<file path="src/rtl/dpa_pkg.sv">
// Shared types for the dual-port contention arbiter.
// Assumes: only two ports exist, encoded as a single-bit side.
package dpa_pkg;
    typedef enum logic {
        SIDE_LEFT  = 1'b0,
        SIDE_RIGHT = 1'b1
    } side_e;

    localparam int NUM_SIDES = 2;
endpackage

</file>
<file path="src/rtl/dpa_port_track.sv">
// Per-port request history. Remembers whether the port was enabled and on
// which address in the previous cycle. It reports the port as "stable" when
// the current request repeats that one.
// Assumes: inputs are settled before each rising edge.
module dpa_port_track #(
    parameter int ADDR_W = 10
) (
    input  logic              clk,
    input  logic              rst_n,
    input  logic              en_n,
    input  logic [ADDR_W-1:0] addr,
    output logic              req,
    output logic              stable
);
    logic              prev_req;
    logic [ADDR_W-1:0] prev_addr;

    // Active request is simply an asserted chip enable.
    always_comb req = ~en_n;

    // Stable means the identical request was already present last cycle.
    always_comb stable = req & prev_req & (prev_addr == addr);

    // Capture this cycle's request for the next comparison.
    always_ff @(posedge clk) begin
        if (!rst_n) begin
            prev_req  <= 1'b0;
            prev_addr <= '0;
        end else begin
            prev_req  <= req;
            prev_addr <= addr;
        end
    end
endmodule

</file>
<file path="src/rtl/dpa_winner.sv">
// Contention winner selection. On a fresh contention the settled port wins,
// and the left port wins a tie. The choice is held for as long as
// contention continues.
// Assumes: match is asserted only when both ports request one address.
module dpa_winner
    import dpa_pkg::*;
(
    input  logic clk,
    input  logic rst_n,
    input  logic match,
    input  logic stable_l,
    input  logic stable_r,
    output logic lose_l,
    output logic lose_r
);
    logic  prev_match;
    side_e win_q;
    side_e win_d;

    // Pick the winner: hold during continuing contention, else earlier arrival.
    always_comb begin
        if (match && prev_match) begin
            win_d = win_q;
        end else if (stable_r && !stable_l) begin
            win_d = SIDE_RIGHT;
        end else begin
            win_d = SIDE_LEFT;
        end
    end

    // The loser is the side opposite the winner, only while matching.
    always_comb begin
        lose_l = match && (win_d == SIDE_RIGHT);
        lose_r = match && (win_d == SIDE_LEFT);
    end

    // Remember the contention state and the winner for the next cycle.
    always_ff @(posedge clk) begin
        if (!rst_n) begin
            prev_match <= 1'b0;
            win_q      <= SIDE_LEFT;
        end else begin
            prev_match <= match;
            win_q      <= match ? win_d : SIDE_LEFT;
        end
    end
endmodule

</file>
<file path="src/rtl/dpa_busy_gate.sv">
// Output stage for both sides. It registers the active-low busy flags and
// gates each side's write strobe into a qualified array write enable.
// Assumes: lose flags are mutually exclusive and valid in the same cycle.
module dpa_busy_gate
    import dpa_pkg::*;
(
    input  logic                 clk,
    input  logic                 rst_n,
    input  logic [NUM_SIDES-1:0] req,
    input  logic [NUM_SIDES-1:0] wr_n,
    input  logic [NUM_SIDES-1:0] lose,
    output logic [NUM_SIDES-1:0] busy_n,
    output logic [NUM_SIDES-1:0] mem_we
);
    for (genvar s = 0; s < NUM_SIDES; s++) begin : g_side
        // Qualified write: enabled, strobing, not losing, not in reset.
        always_comb mem_we[s] = rst_n & req[s] & ~wr_n[s] & ~lose[s];

        // Busy follows this cycle's loss, one edge later; inactive in reset.
        always_ff @(posedge clk) begin
            if (!rst_n) begin
                busy_n[s] <= 1'b1;
            end else begin
                busy_n[s] <= ~lose[s];
            end
        end
    end
endmodule

</file>
<file path="src/rtl/dpa_arbiter.sv">
// Top of the dual-port address-contention arbiter. It tracks each port's
// request history, detects an enabled address match, selects a winner,
// drives registered busy flags and gates the loser's write.
// Assumes: synchronous ports sharing clk; inputs change between edges.
module dpa_arbiter
    import dpa_pkg::*;
#(
    parameter int ADDR_W = 10
) (
    input  logic              clk,
    input  logic              rst_n,
    input  logic              left_en_n,
    input  logic              left_wr_n,
    input  logic [ADDR_W-1:0] left_addr,
    input  logic              right_en_n,
    input  logic              right_wr_n,
    input  logic [ADDR_W-1:0] right_addr,
    output logic              left_busy_n,
    output logic              right_busy_n,
    output logic              left_mem_we,
    output logic              right_mem_we
);
    localparam int LEFT_IDX  = int'(SIDE_LEFT);
    localparam int RIGHT_IDX = int'(SIDE_RIGHT);

    logic [NUM_SIDES-1:0]             en_n_v;
    logic [NUM_SIDES-1:0]             wr_n_v;
    logic [NUM_SIDES-1:0][ADDR_W-1:0] addr_v;
    logic [NUM_SIDES-1:0]             req_v;
    logic [NUM_SIDES-1:0]             stable_v;
    logic [NUM_SIDES-1:0]             lose_v;
    logic [NUM_SIDES-1:0]             busy_v;
    logic [NUM_SIDES-1:0]             we_v;
    logic                             match;

    // Gather both ports into side-indexed vectors.
    always_comb begin
        en_n_v[LEFT_IDX]  = left_en_n;
        en_n_v[RIGHT_IDX] = right_en_n;
        wr_n_v[LEFT_IDX]  = left_wr_n;
        wr_n_v[RIGHT_IDX] = right_wr_n;
        addr_v[LEFT_IDX]  = left_addr;
        addr_v[RIGHT_IDX] = right_addr;
    end

    for (genvar s = 0; s < NUM_SIDES; s++) begin : g_track
        dpa_port_track #(.ADDR_W(ADDR_W)) u_track (
            .clk    (clk),
            .rst_n  (rst_n),
            .en_n   (en_n_v[s]),
            .addr   (addr_v[s]),
            .req    (req_v[s]),
            .stable (stable_v[s])
        );
    end

    // Contention: both ports selected on the same location.
    always_comb match = req_v[LEFT_IDX] & req_v[RIGHT_IDX]
                      & (addr_v[LEFT_IDX] == addr_v[RIGHT_IDX]);

    dpa_winner u_winner (
        .clk      (clk),
        .rst_n    (rst_n),
        .match    (match),
        .stable_l (stable_v[LEFT_IDX]),
        .stable_r (stable_v[RIGHT_IDX]),
        .lose_l   (lose_v[LEFT_IDX]),
        .lose_r   (lose_v[RIGHT_IDX])
    );

    dpa_busy_gate u_gate (
        .clk    (clk),
        .rst_n  (rst_n),
        .req    (req_v),
        .wr_n   (wr_n_v),
        .lose   (lose_v),
        .busy_n (busy_v),
        .mem_we (we_v)
    );

    // Drive the ports from the side-indexed results.
    always_comb begin
        left_busy_n  = busy_v[LEFT_IDX];
        right_busy_n = busy_v[RIGHT_IDX];
        left_mem_we  = we_v[LEFT_IDX];
        right_mem_we = we_v[RIGHT_IDX];
    end
endmodule

</file>
<file path="config.mk">
export PLATFORM = sky130hd
export DESIGN_NAME = dpa_arbiter
export DESIGN_NICKNAME = d
export VERILOG_FILES = /design/src/rtl/dpa_pkg.sv /design/src/rtl/dpa_port_track.sv /design/src/rtl/dpa_winner.sv /design/src/rtl/dpa_busy_gate.sv /design/src/rtl/dpa_arbiter.sv
export SDC_FILE = /design/constraint.sdc
export NUM_CORES = 1
export LEC_CHECK = 0
export BUFFER_PORTS_ARGS = -buffer_cell sky130_fd_sc_hd__buf_4
export CAP_MARGIN = 5
export CORE_MARGIN = 4
export CORE_UTILIZATION = 48
export CTS_CLUSTER_SIZE = 40
export DETAILED_ROUTE_END_ITERATION = 10
export HOLD_SLACK_MARGIN = 0.03
export PLACE_DENSITY = 0.74
export SLEW_MARGIN = 20
export SYNTH_ARGS = -nofsm -noshare
export SYNTH_HDL_FRONTEND = slang
export SYNTH_SLANG_ARGS = --single-unit
export TNS_END_PERCENT = 20
</file>
<file path="constraint.sdc">
create_clock -name clk -period 3.55 [get_ports clk]
set_clock_uncertainty 0.05 [all_clocks]
set_input_delay 0.8875 -clock clk [delete_from_list [all_inputs] [get_ports clk]]
set_output_delay 0.8875 -clock clk [all_outputs]
set_load 0.02 [all_outputs]
</file>
# Yosys cells after proc, flatten, opt, wreduce, memory -nomap -nowiden
# Index checks and enable logic that the tools add are counted.
[word_totals]
register_bits = 26
input_bits = 26
wordCells = 38
output_inout_bits = 4
[classes]
reduce_logical = 6
bitwise_logic = 19
eq_ne = 3
n_mux = 2
[op_table]
columns = ["operator", "count"]
rows = [
  ["== test 10 bit", 3],
  ["bitwise AND 1 bit", 12],
  ["inverter 1 bit", 7],
  ["logical AND 1 bit", 4],
  ["two-way mux 1 bit", 2],
  ["AND reduction 2 bit", 1],
  ["zero test 1 bit", 1],
]

# Longest topological paths before layout
# Gate-level depths: netlist (run 1).
[logic_depth]
word_depth = 11
depth_mapped = 5
ltp_nobuf = 5

# Cells and area by module
# From an unflattened synthesis (run 1), not the netlist that was laid out.
[hier_totals]
hier_cells = 107
area_unflattened_um2 = 1111.1
[modules_own_cells]
columns = ["mod", "area_per_inst_um2", "instances", "seq_area_each_um2", "cells_each"]
rows = [
  ["dpa_port_track", 419.2, 2, 220.2, 39],
  ["dpa_arbiter", 120.1, 1, 0.0, 15],
  ["dpa_winner", 80.1, 1, 40.0, 8],
  ["dpa_busy_gate", 72.6, 1, 40.0, 6],
]

# Least setup slack after synthesis (run 1)
# OpenSTA, ideal clock, no wires.
[synth_timing]
path_type = "input-to-output"
start = "in left_addr[8]"
end = "out left_mem_we"
slack_ns = 0.558
required_ns = 2.612
path_buffers = 0
t_arrival_ns = 2.054
path_stages = 5
path_cell_list = "xnor2_1 nand3_1 nor3_2 o21ai_2 a2111oi_2"
[synth_via]
elab_chain_len = 9
elab_cells_between_ends = 12
classes_between = "eq/ne: 2; mux: 2; bitwise: 4; reduce/logical: 4"
[synth_rtl]
columns = ["element", "line", "rtl"]
rows = [
  ["from (decl)", "dpa_arbiter.sv:14", "input logic [ADDR_W-1:0] left_addr,"],
  ["== test 10 bit", "dpa_port_track.sv:22", "always_comb stable = req & prev_req & (prev_addr == addr);"],
  ["bitwise AND 1 bit", "dpa_port_track.sv:22", ""],
  ["zero test 1 bit", "dpa_winner.sv:24", "end else if (stable_r && !stable_l) begin"],
  ["logical AND 1 bit", "dpa_winner.sv:24", ""],
  ["two-way mux 1 bit", "dpa_winner.sv:24", ""],
  ["two-way mux 1 bit", "dpa_winner.sv:22", "if (match && prev_match) begin"],
  ["logical AND 1 bit *", "dpa_winner.sv:33", "lose_l = match && (win_d == SIDE_RIGHT);"],
  ["inverter 1 bit *", "dpa_busy_gate.sv:17", "always_comb mem_we[s] = rst_n & req[s] & ~wr_n[s] & ~lose[s];"],
  ["bitwise AND 1 bit *", "dpa_busy_gate.sv:17", ""],
  ["to (decl)", "dpa_arbiter.sv:20", "output logic left_mem_we,"],
]
# Every way passes the cells marked *; elsewhere a longest branch is shown, timed or not.

# Worst setup path in the final report (run 1)
[layout_timing]
start = "in left_addr[6]"
end = "out right_mem_we"
[layout_via]
elab_chain_len = 10
elab_cells_between_ends = 13
classes_between = "eq/ne: 2; mux: 2; bitwise: 5; reduce/logical: 4"
[layout_rtl]
columns = ["element", "line", "rtl"]
rows = [
  ["== test 10 bit", "dpa_port_track.sv:22", ""],
  ["bitwise AND 1 bit", "dpa_port_track.sv:22", ""],
  ["zero test 1 bit", "dpa_winner.sv:24", ""],
  ["logical AND 1 bit", "dpa_winner.sv:24", ""],
  ["two-way mux 1 bit", "dpa_winner.sv:24", ""],
  ["two-way mux 1 bit", "dpa_winner.sv:22", ""],
  ["inverter 1 bit", "dpa_winner.sv:34", "lose_r = match && (win_d == SIDE_LEFT);"],
  ["logical AND 1 bit *", "dpa_winner.sv:34", ""],
  ["inverter 1 bit *", "dpa_busy_gate.sv:17", ""],
  ["bitwise AND 1 bit *", "dpa_busy_gate.sv:17", ""],
  ["to (decl)", "dpa_arbiter.sv:21", "output logic right_mem_we"],
]
# Marks and branches as above.

==> impl_metrics.ini, run 1 <==
[clock_network]
worst_skew_pair.late_latency_ps = 310
clock-root-buffer = clkbuf_4
hold_buffers = 0
cts_setup_buffers = 0
tritoncts_num_sinks = 26
cts_resized = 0
cts-buffers-inserted = 3
tritoncts = built
path_clk_slew_ps = 130
clk_buf_depth = 2
clock_tree.htree_level_count = 1

[setup_path]
worst_path_largest_cell_delay_ps = 330
worst_path_most_repeated_cell = buf_4
critPathCaptureType = output port
critPathTopFamily = simple AND/OR/NAND/NOR gates
cp_slowest_cell = nor3_1
start_kind = input port
path_class = in2out
path_max_fanout = 3
crit_path_cell_trace = buf_4, xnor2_1, nand3_1, nor3_1, o211ai_1, and3b_1, buf_4
critPathRequiredTime_ps = 2610
worst_ep_arrival_time_ps = 2220
critPathBufInv = 2

[layout]
multi_input_comb_area_um2 = 559.3
number_of_nets_in_the_layout = 163
n_fill_cell = 181
insertedDiodeCount = 0
final_core_util_pct = 65.84
sequential_cell_area_um2 = 520.5
non_filler_instance_count_after_layout = 162
area_growth_syn_to_layout_pct = 24.43
post_route_cells_drive_above_1_share_pct = 27.41

[sta]
worst_slack_ps = 394.5
setup-tns-final_ps = 0
maxSlewViolCount = 0
tightestPinTransition_ps = 346.0
maxSlewHeadroom_pct = 76.74
fraction_of_the_cycle_the_final_worst_path_needs_pct = 88.89
setup_repair_after_global_routing_missed_its_margin = false
achievable-frequency_mhz = 316.9
fin_crit_ps = 3155
hold_viol = 0
setup_viol = 0

[pwr]
comb_power_share_pct = 16.3
power.net_switching_w = 0.0001205
switching_share_pct = 23.48
finalPower_w = 0.0005131
clock_share_of_power_pct = 23.2
p_int_w = 0.0003926
power.density_cell_area_nw_per_um2 = 378.0
max-vdd-ir-drop_v = 0.0003032
cellLeakagePower_nw = 0.5484
share_of_total_power_in_sequential_cells_pct = 60.5

[grt]
grt_max_degree = 22
gr-total-overflow = 0
first_global_vias = 806
antenna_found_initial = 0
globalRouteTotalUtil_pct = 14.83
wire_length_of_the_first_global_routing_pass_um = 3498

[place]
hpwlAfterDp_um = 1652
numPlacedInstances = 159
portBuffers = 29
gpl_congestion = 0.7669
worst_slack_placed_ps = 396.2

[status]
status = complete, no violations

[floorplanning]
core_rows = 16
fp.dieArea_um2 = 3100
core_region_area_um2 = 2062
floorplan.io_pins = 30
fp.dieW_um = 55.68
start_util_pct = 52.91
fp.dieH_um = 55.68

[synth]
largest_family_of_logic_cells_by_synthesized_area = simple AND/OR/NAND/NOR gates
synthXorXnorAreaFrac_pct = 24.08
synth-warning-count = 0
yosys_register_bits = 26
synth-edff-count = 0
post_synth_and_or_nand_nor_area_fraction_pct = 24.31
synth_adder_area_share_pct = 0
syn-cell-area_um2 = 1091
post_synth_mux_area_share_pct = 0
post_synth_main_area_contributors = dfxtp_1 48%, xnor2_1 16%, and2_1 11%
synth_top_area_cell = dfxtp_1
synth_top_area_share_pct = 47.71
synthArstFlopShare_pct = 0
ys.flop_type = dfxtp_1
syn_inst = 105
post_synth_most_frequent_cells = 26 x dfxtp_1, 20 x and2_1, 20 x xnor2_1, 10 x xor2_1, 5 x nand4_1
synth-compound-area-share_pct = 2.867
post-synth-top-count-cell = dfxtp_1
ys_seq_area_share_pct = 47.71
synthDistinctLibCells = 22
syn_nets = 131
post_synth.cell_area_avg_um2 = 10.39

[routing]
wirelength_met1_um = 886
drt_first_pass_iters = 2
drc = 0
post_drt_wl_per_cell_um = 12.85
detailedRoute.firstIterationViolations = 4
top_layer_used = met4
postRouteWirelength_um = 2082
post_drt_via_cell_ratio = 4.796
dr_total_vias = 777
route.antenna.remaining_nets = 0
detail_route_met3_wl_um = 110
met2_wirelength_um = 1010

[job]
max_capacitance_violation_count = 0

[worst_hold_path]
min_path_type = reg2reg
==> routing by layer <==
| layer | vias to the layer above | track usage (%) |
|---|---|---|
| met5 | - | 0 |
| met4 | 0 | 10.76 |
| met3 | 8 | 3.248 |
| met2 | 24 | 22.80 |
| met1 | 341 | 18.03 |
| li1 | 404 | - |
==> through the flow <==
stage | cell area, µm² | hold WS (ps)
floorplan | 1091 | 455.8
global placement | 1335 | 482.8
detailed placement | 1335 | 483.6
CTS | 1358 | 517.5
global route | 1358 | 555.6
finish | 1358 | 514.1
==> tightest hold or removal path, cell delays in order, from the launching register on <==
cell and delay [ps]:
dfxtp_1 320, nand2_1 80, o21ai_2 80, nand2_1 60
==> power groups by stage <==
stage,Sequential (W),Clock [W],Combinational (W)
final,0.000310,0.000119,0.0000837
after global routing,0.000312,0.000143,0.0000934
after CTS,0.000311,0.000126,0.0000852
after detailed placement,0.000317,0,0.0000847
after global placement,0.000316,0,0.0000830
after floorplan,0.000316,0,0.0000442
==> worst paths after layout <==
path	from	endpoint	slack (ps)	depth (start not counted)
min reg2reg	u_winner.win_q$_SDFF_PN0_	u_gate.busy_n[0]$_SDFF_PN1_	510	3
max	left_addr[6]	right_mem_we	390	7
max reg2reg	g_track[1].u_track.prev_addr[1]$_SDFF_PN0_	u_winner.win_q$_SDFF_PN0_	2170	5
min	u_winner.win_q$_SDFF_PN0_	u_gate.busy_n[0]$_SDFF_PN1_	510	3
==> cells in the final DEF (no fill, tap or decap) <==
cell type	n
buf_4	29
dfxtp_1	26
xnor2_1	20
and2_1	20
xor2_1	10
nand4_1	5
nor2_1	4
clkbuf_4	3
nor3_1	2
nand3_1	2
nand2_1	2
nor4b_1	1
nor4_1	1
nor2b_1	1
nor3_2	1
o211ai_1	1
inv_1	1
and3b_1	1
o21ai_2	1
a2111oi_2	1
and2_2	1
nor4_2	1
nand2b_1	1
==> kinds of logic (layout without fill, tap and decap cells) <==
| logic type | count (synthesis) | count (layout) |
|---|---|---|
| flip-flops | 26 | 26 |
| XOR/XNOR | 30 | 30 |
| buffers and inverters | 3 | 33 |
| AO/OA/AOI/OAI | 3 | 3 |
| AND/OR/NAND/NOR | 43 | 43 |
==> state kept, by name, indices dropped and copies added (netlist names) <==
register / count
g_track.u_track.prev_addr: 20
g_track.u_track.prev_req: 2
u_gate.busy_n: 2
u_winner.prev_match: 1
u_winner.win_q: 1
==> layout make-up <==
type / count / area share [%]
multi-input combinational: 76 / 41.20
sequential: 26 / 38.34
timing repair buffer: 29 / 16.04
tap: 27 / 2.488
clock buffer: 3 / 1.659
inverter: 1 / 0.2765
No activity file was read; power rests on OpenSTA's default activity.
==> run 2: changes to the inputs <==
SLEW_MARGIN = default   (was 20)
clock period = 3 ns   (was 3.55 ns; I/O delays follow)
==> impl_metrics.ini, run 2 (synthesis gave the netlist of run 1 again) <==
[sta]
fraction_of_the_cycle_the_final_worst_path_needs_pct = 97.53
setup_viol = 0
fin_crit_ps = 2926
maxSlewViolCount = 0
setup-tns-final_ps = 0
tightestPinTransition_ps = 368.0
setup_repair_after_global_routing_missed_its_margin = false
achievable-frequency_mhz = 341.8
maxSlewHeadroom_pct = 75.26
hold_viol = 0

[layout]
area_growth_syn_to_layout_pct = 28.90
non_filler_instance_count_after_layout = 164
mostFrequentLayoutCell = buf_4
post_route_cells_drive_above_1_share_pct = 29.93
insertedDiodeCount = 0
final_core_util_pct = 68.20
largest_register = g_track.u_track.prev_addr
layout_common_cells = 30 x buf_4, 26 x dfxtp_1, 20 x and2_1
finalInstanceArea_um2 = 1406
largest_register_ff_count = 20
top_regs = g_track.u_track.prev_addr x20, g_track.u_track.prev_req x2, u_gate.busy_n x2
number_of_nets_in_the_layout = 164

[setup_path]
start_kind = input port
timing.rr.end = u_winner.win_q$_SDFF_PN0_
cp_slowest_cell = a2111oi_4
r2r_cells = 5
critPathTopFamily = compound AO/OA/AOI/OAI gates
worst-r2r-setup-slack_ps = 1500
rr_startpoint = g_track[1].u_track.prev_addr[1]$_SDFF_PN0_
crit_path_cell_trace = buf_4, xnor2_1, nand4_1, nor3_2, o21ai_2, a2111oi_4, buf_4
critPathRequiredTime_ps = 2200
path_max_fanout = 4
path_class = in2out
worst_path_most_repeated_cell = buf_4
worst_ep_arrival_time_ps = 2130
critPathCaptureType = output port
worst_path_largest_cell_delay_ps = 350
critPathBufInv = 2

[routing]
detailedRoute.firstIterationViolations = 9
drc = 0
dr_total_vias = 777
drt_first_pass_iters = 4
route.antenna.remaining_nets = 0
postRouteWirelength_um = 2095
post_drt_wl_per_cell_um = 12.77
post_drt_via_cell_ratio = 4.738

[worst_hold_path]
min_from = u_winner.win_q$_SDFF_PN0_
min_to = u_gate.busy_n[0]$_SDFF_PN1_
min_path_type = reg2reg
min_path_cells = 3

[place]
placedInstanceArea_um2 = 1343
numPlacedInstances = 160
gpl_congestion = 0.7898
portBuffers = 29
hpwlAfterDp_um = 1695

[clock_network]
cts_setup_buffers = 0
worst_skew_pair.late_latency_ps = 310
cts_resized = 0
clock-root-buffer = clkbuf_4
clock_tree.htree_level_count = 1
hold_buffers = 0
path_clk_slew_ps = 130
tritoncts_num_sinks = 26
clk_buf_depth = 2
cts-buffers-inserted = 3
tritoncts = built

[job]
max_capacitance_violation_count = 0

[floorplanning]
fp.dieH_um = 55.68
floorplan.io_pins = 30
fp.dieW_um = 55.68
start_util_pct = 52.91
core_region_area_um2 = 2062
core_rows = 16
fp.dieArea_um2 = 3100

[grt]
antenna_found_initial = 0
wire_length_of_the_first_global_routing_pass_um = 3381
grt_max_degree = 22
globalRouteTotalUtil_pct = 13.67
gr-total-overflow = 0
first_global_vias = 778

[status]
status = complete, no violations

[pwr]
max-vdd-ir-drop_v = 0.0002902
clock_share_of_power_pct = 26.4
p_int_w = 0.0004939
finalPower_w = 0.0006393
power.density_cell_area_nw_per_um2 = 454.6
share_of_total_power_in_sequential_cells_pct = 57.5
switching_share_pct = 22.75
power.net_switching_w = 0.0001454
comb_power_share_pct = 16.1
cellLeakagePower_nw = 0.5721
==> run 2: area by class of cell <==
cell class | count | area [µm²]
inverters | 1 | 3.754
clock buffers | 4 | 36.28
well taps | 27 | 33.78
repair buffers | 30 | 225.2
flip-flops and latches | 26 | 520.5
multi-input cells | 76 | 586.8
fillers | 171 | 655.6
==> run 2: worst min-delay path, delay by kind of cell (launching register included) <==
kind / cells / cell delay [ps]
AO/OA/AOI/OAI: 1 / 90
flip-flops: 1 / 330
AND/OR/NAND/NOR: 2 / 150
==> run 2: through the flow <==
step / hold slack (ps) / worst slack (ps)
floorplan: 455.8 / 283.1
global placement: 491.5 / 107.0
detailed placement: 495.1 / 79.06
CTS: 530.7 / 58.73
global route: 540.2 / 13.20
finish: 544.1 / 74.22
==> run 2: power groups by stage <==
stage / clock network, W / registers [W] / logic [W]
final: 0.000169 / 0.000368 / 0.000103
after global placement: 0 / 0.000375 / 0.0000980
after detailed placement: 0 / 0.000375 / 0.000100
after global routing: 0.000192 / 0.000370 / 0.000112
after CTS: 0.000178 / 0.000368 / 0.000101
after floorplan: 0 / 0.000374 / 0.0000523
==> run 2: worst max path at each step <==
| stage | slack, ps | endpoint | startpoint | cells past startpoint |
|---|---|---|---|---|
| finish | 70 | left_mem_we | left_addr[1] | 7 |
| CTS | 60 | left_mem_we | left_addr[9] | 7 |
| global route | 10 | left_mem_we | left_addr[0] | 7 |
| global placement | 110 | left_mem_we | left_addr[9] | 7 |
| detailed placement | 80 | left_mem_we | left_addr[9] | 7 |
| floorplan | 280 | left_mem_we | left_addr[8] | 5 |
==> run 2: per-layer routing <==
layer	global-route usage (%)	share of wire, %	vias up	wire length (µm)
li1	-	-	405	-
met1	17.16	44	352	932
met2	23.14	50	18	1046
met3	2.320	4.9	2	102
met4	5.208	0.62	0	13
met5	0	0	-	0
==> run 3: changes to the inputs <==
CORE_MARGIN = default   (was 4)
HOLD_SLACK_MARGIN = 0.02   (was 0.03)
==> impl_metrics.ini, run 3 (synthesis gave the netlist of run 1 again) <==
[setup_path]
path_max_fanout = 3
cp_slowest_cell = a2111oi_2
path_class = in2out
critPathCaptureType = output port
critPathRequiredTime_ps = 2200
worst_path_largest_cell_delay_ps = 310
worst_path_most_repeated_cell = buf_4
worst_ep_arrival_time_ps = 2050
critPathBufInv = 2
start_kind = input port
crit_path_cell_trace = buf_4, xnor2_2, nand4_1, nor3_2, o21ai_2, a2111oi_2, buf_4
critPathTopFamily = compound AO/OA/AOI/OAI gates

[sta]
hold_viol = 0
worst_slack_ps = 148.5
setup_repair_after_global_routing_missed_its_margin = false
setup-tns-final_ps = 0
achievable-frequency_mhz = 350.7
maxSlewHeadroom_pct = 75.32
fin_crit_ps = 2851
setup_viol = 0
maxSlewViolCount = 0
fraction_of_the_cycle_the_final_worst_path_needs_pct = 95.05
tightestPinTransition_ps = 367.1

[routing]
detailedRoute.firstIterationViolations = 5
drt_first_pass_iters = 4
route.antenna.remaining_nets = 0
dr_total_vias = 813
post_drt_via_cell_ratio = 4.927
postRouteWirelength_um = 2186
drc = 0
post_drt_wl_per_cell_um = 13.25

[layout]
insertedDiodeCount = 0
n_fill_cell = 186
multi_input_comb_area_um2 = 589.3
post_route_cells_drive_above_1_share_pct = 31.88
final_core_util_pct = 70.16
non_filler_instance_count_after_layout = 165
sequential_cell_area_um2 = 520.5
mostFrequentLayoutCell = buf_4
largest_register_ff_count = 20
area_growth_syn_to_layout_pct = 31.31
top_regs = g_track.u_track.prev_addr x20, g_track.u_track.prev_req x2, u_gate.busy_n x2
largest_register = g_track.u_track.prev_addr
layout_common_cells = 31 x buf_4, 26 x dfxtp_1, 20 x and2_1
number_of_nets_in_the_layout = 165

[place]
gpl_congestion = 0.7809
numPlacedInstances = 160
worst_slack_placed_ps = 122.4
hpwlAfterDp_um = 1657
portBuffers = 29

[clock_network]
tritoncts = built
cts-buffers-inserted = 3
clock_tree.htree_level_count = 1
worst_skew_pair.late_latency_ps = 330
tritoncts_num_sinks = 26
clock-root-buffer = clkbuf_4
clk_buf_depth = 2
path_clk_slew_ps = 140
hold_buffers = 0

[pwr]
power.net_switching_w = 0.0001609
switching_share_pct = 22.44
cellLeakagePower_nw = 0.5934
power.density_cell_area_nw_per_um2 = 500.6
comb_power_share_pct = 14.6
clock_share_of_power_pct = 34.0
max-vdd-ir-drop_v = 0.0003296
p_int_w = 0.0005563
share_of_total_power_in_sequential_cells_pct = 51.4

[floorplanning]
fp.dieW_um = 49.68
fp.dieH_um = 49.68
core_rows = 16
core_region_area_um2 = 2042
fp.dieArea_um2 = 2468
start_util_pct = 53.43
floorplan.io_pins = 30

[grt]
grt_max_degree = 22
antenna_found_initial = 0
gr-total-overflow = 0
wire_length_of_the_first_global_routing_pass_um = 3629
globalRouteTotalUtil_pct = 19.81
first_global_vias = 823

[status]
status = complete, no violations

[job]
max_capacitance_violation_count = 0

[worst_hold_path]
min_path_type = in2reg
-- run 3: cell types whose count changed in the layout (fill, tap and decap cells not counted) --
cell,change
a2111oi_2,+1
bufinv_16,+1
clkbuf_8,-1
buf_4,+1
xnor2_1,-2
xnor2_2,+2
a2111oi_4,-1
-- run 3: final timing paths --
check,startpoint,end,slack [ps],cells after the start
setup / recovery,left_addr[1],left_mem_we,150,7
hold / removal,left_en_n,g_track[0].u_track.prev_req$_SDFF_PN0_,540,2
setup reg to reg,g_track[1].u_track.prev_addr[1]$_SDFF_PN0_,u_gate.busy_n[0]$_SDFF_PN1_,1480,6
hold reg to reg,u_winner.win_q$_SDFF_PN0_,u_winner.win_q$_SDFF_PN0_,610,3
-- run 3: per-stage QoR --
| step | total power (W) | area, µm² | hold WS, ps |
|---|---|---|---|
| 2_1_floorplan | 0.0004263 | 1091 | 455.8 |
| 3_3_place_gp | 0.0004737 | 1343 | 493.0 |
| 3_5_place_dp | 0.0004761 | 1343 | 495.0 |
| 4_1_cts | 0.0007170 | 1395 | 532.4 |
| 5_1_grt | 0.0007463 | 1433 | 521.7 |
| 6_report | 0.0007172 | 1433 | 543.2 |
-- run 3: area by class of cell --
cell class	instances	share of cell area [%]
multi-input cells	76	41.14
clock inverters	1	2.096
inverters	1	0.2620
well taps	27	2.358
repair buffers	31	16.24
clock buffers	3	1.572
flip-flops and latches	26	36.33
-- run 3: metal layers --
metal | vias up | part of all wire [%] | track usage, %
met2 | 24 | 49 | 33.33
met3 | 2 | 3.8 | 3.086
li1 | 408 | - | -
met5 | - | 0 | 0
met4 | 0 | 0.55 | 8.571
met1 | 379 | 47 | 24.81
-- run 3: repair_timing --
action | 4_1_cts | 5_1_grt
endpoints found under the setup margin | 0 | 1
gates resized for setup | 0 | 4
buffers inserted | 0 | 1
-- run 3: power by group through the flow --
stage | registers [W] | clock network, W | logic (W)
final | 0.000368 | 0.000244 | 0.000105
after global routing | 0.000370 | 0.000262 | 0.000115
after CTS | 0.000368 | 0.000248 | 0.000101
after detailed placement | 0.000375 | 0 | 0.000101
after global placement | 0.000375 | 0 | 0.0000990
after floorplan | 0.000374 | 0 | 0.0000523
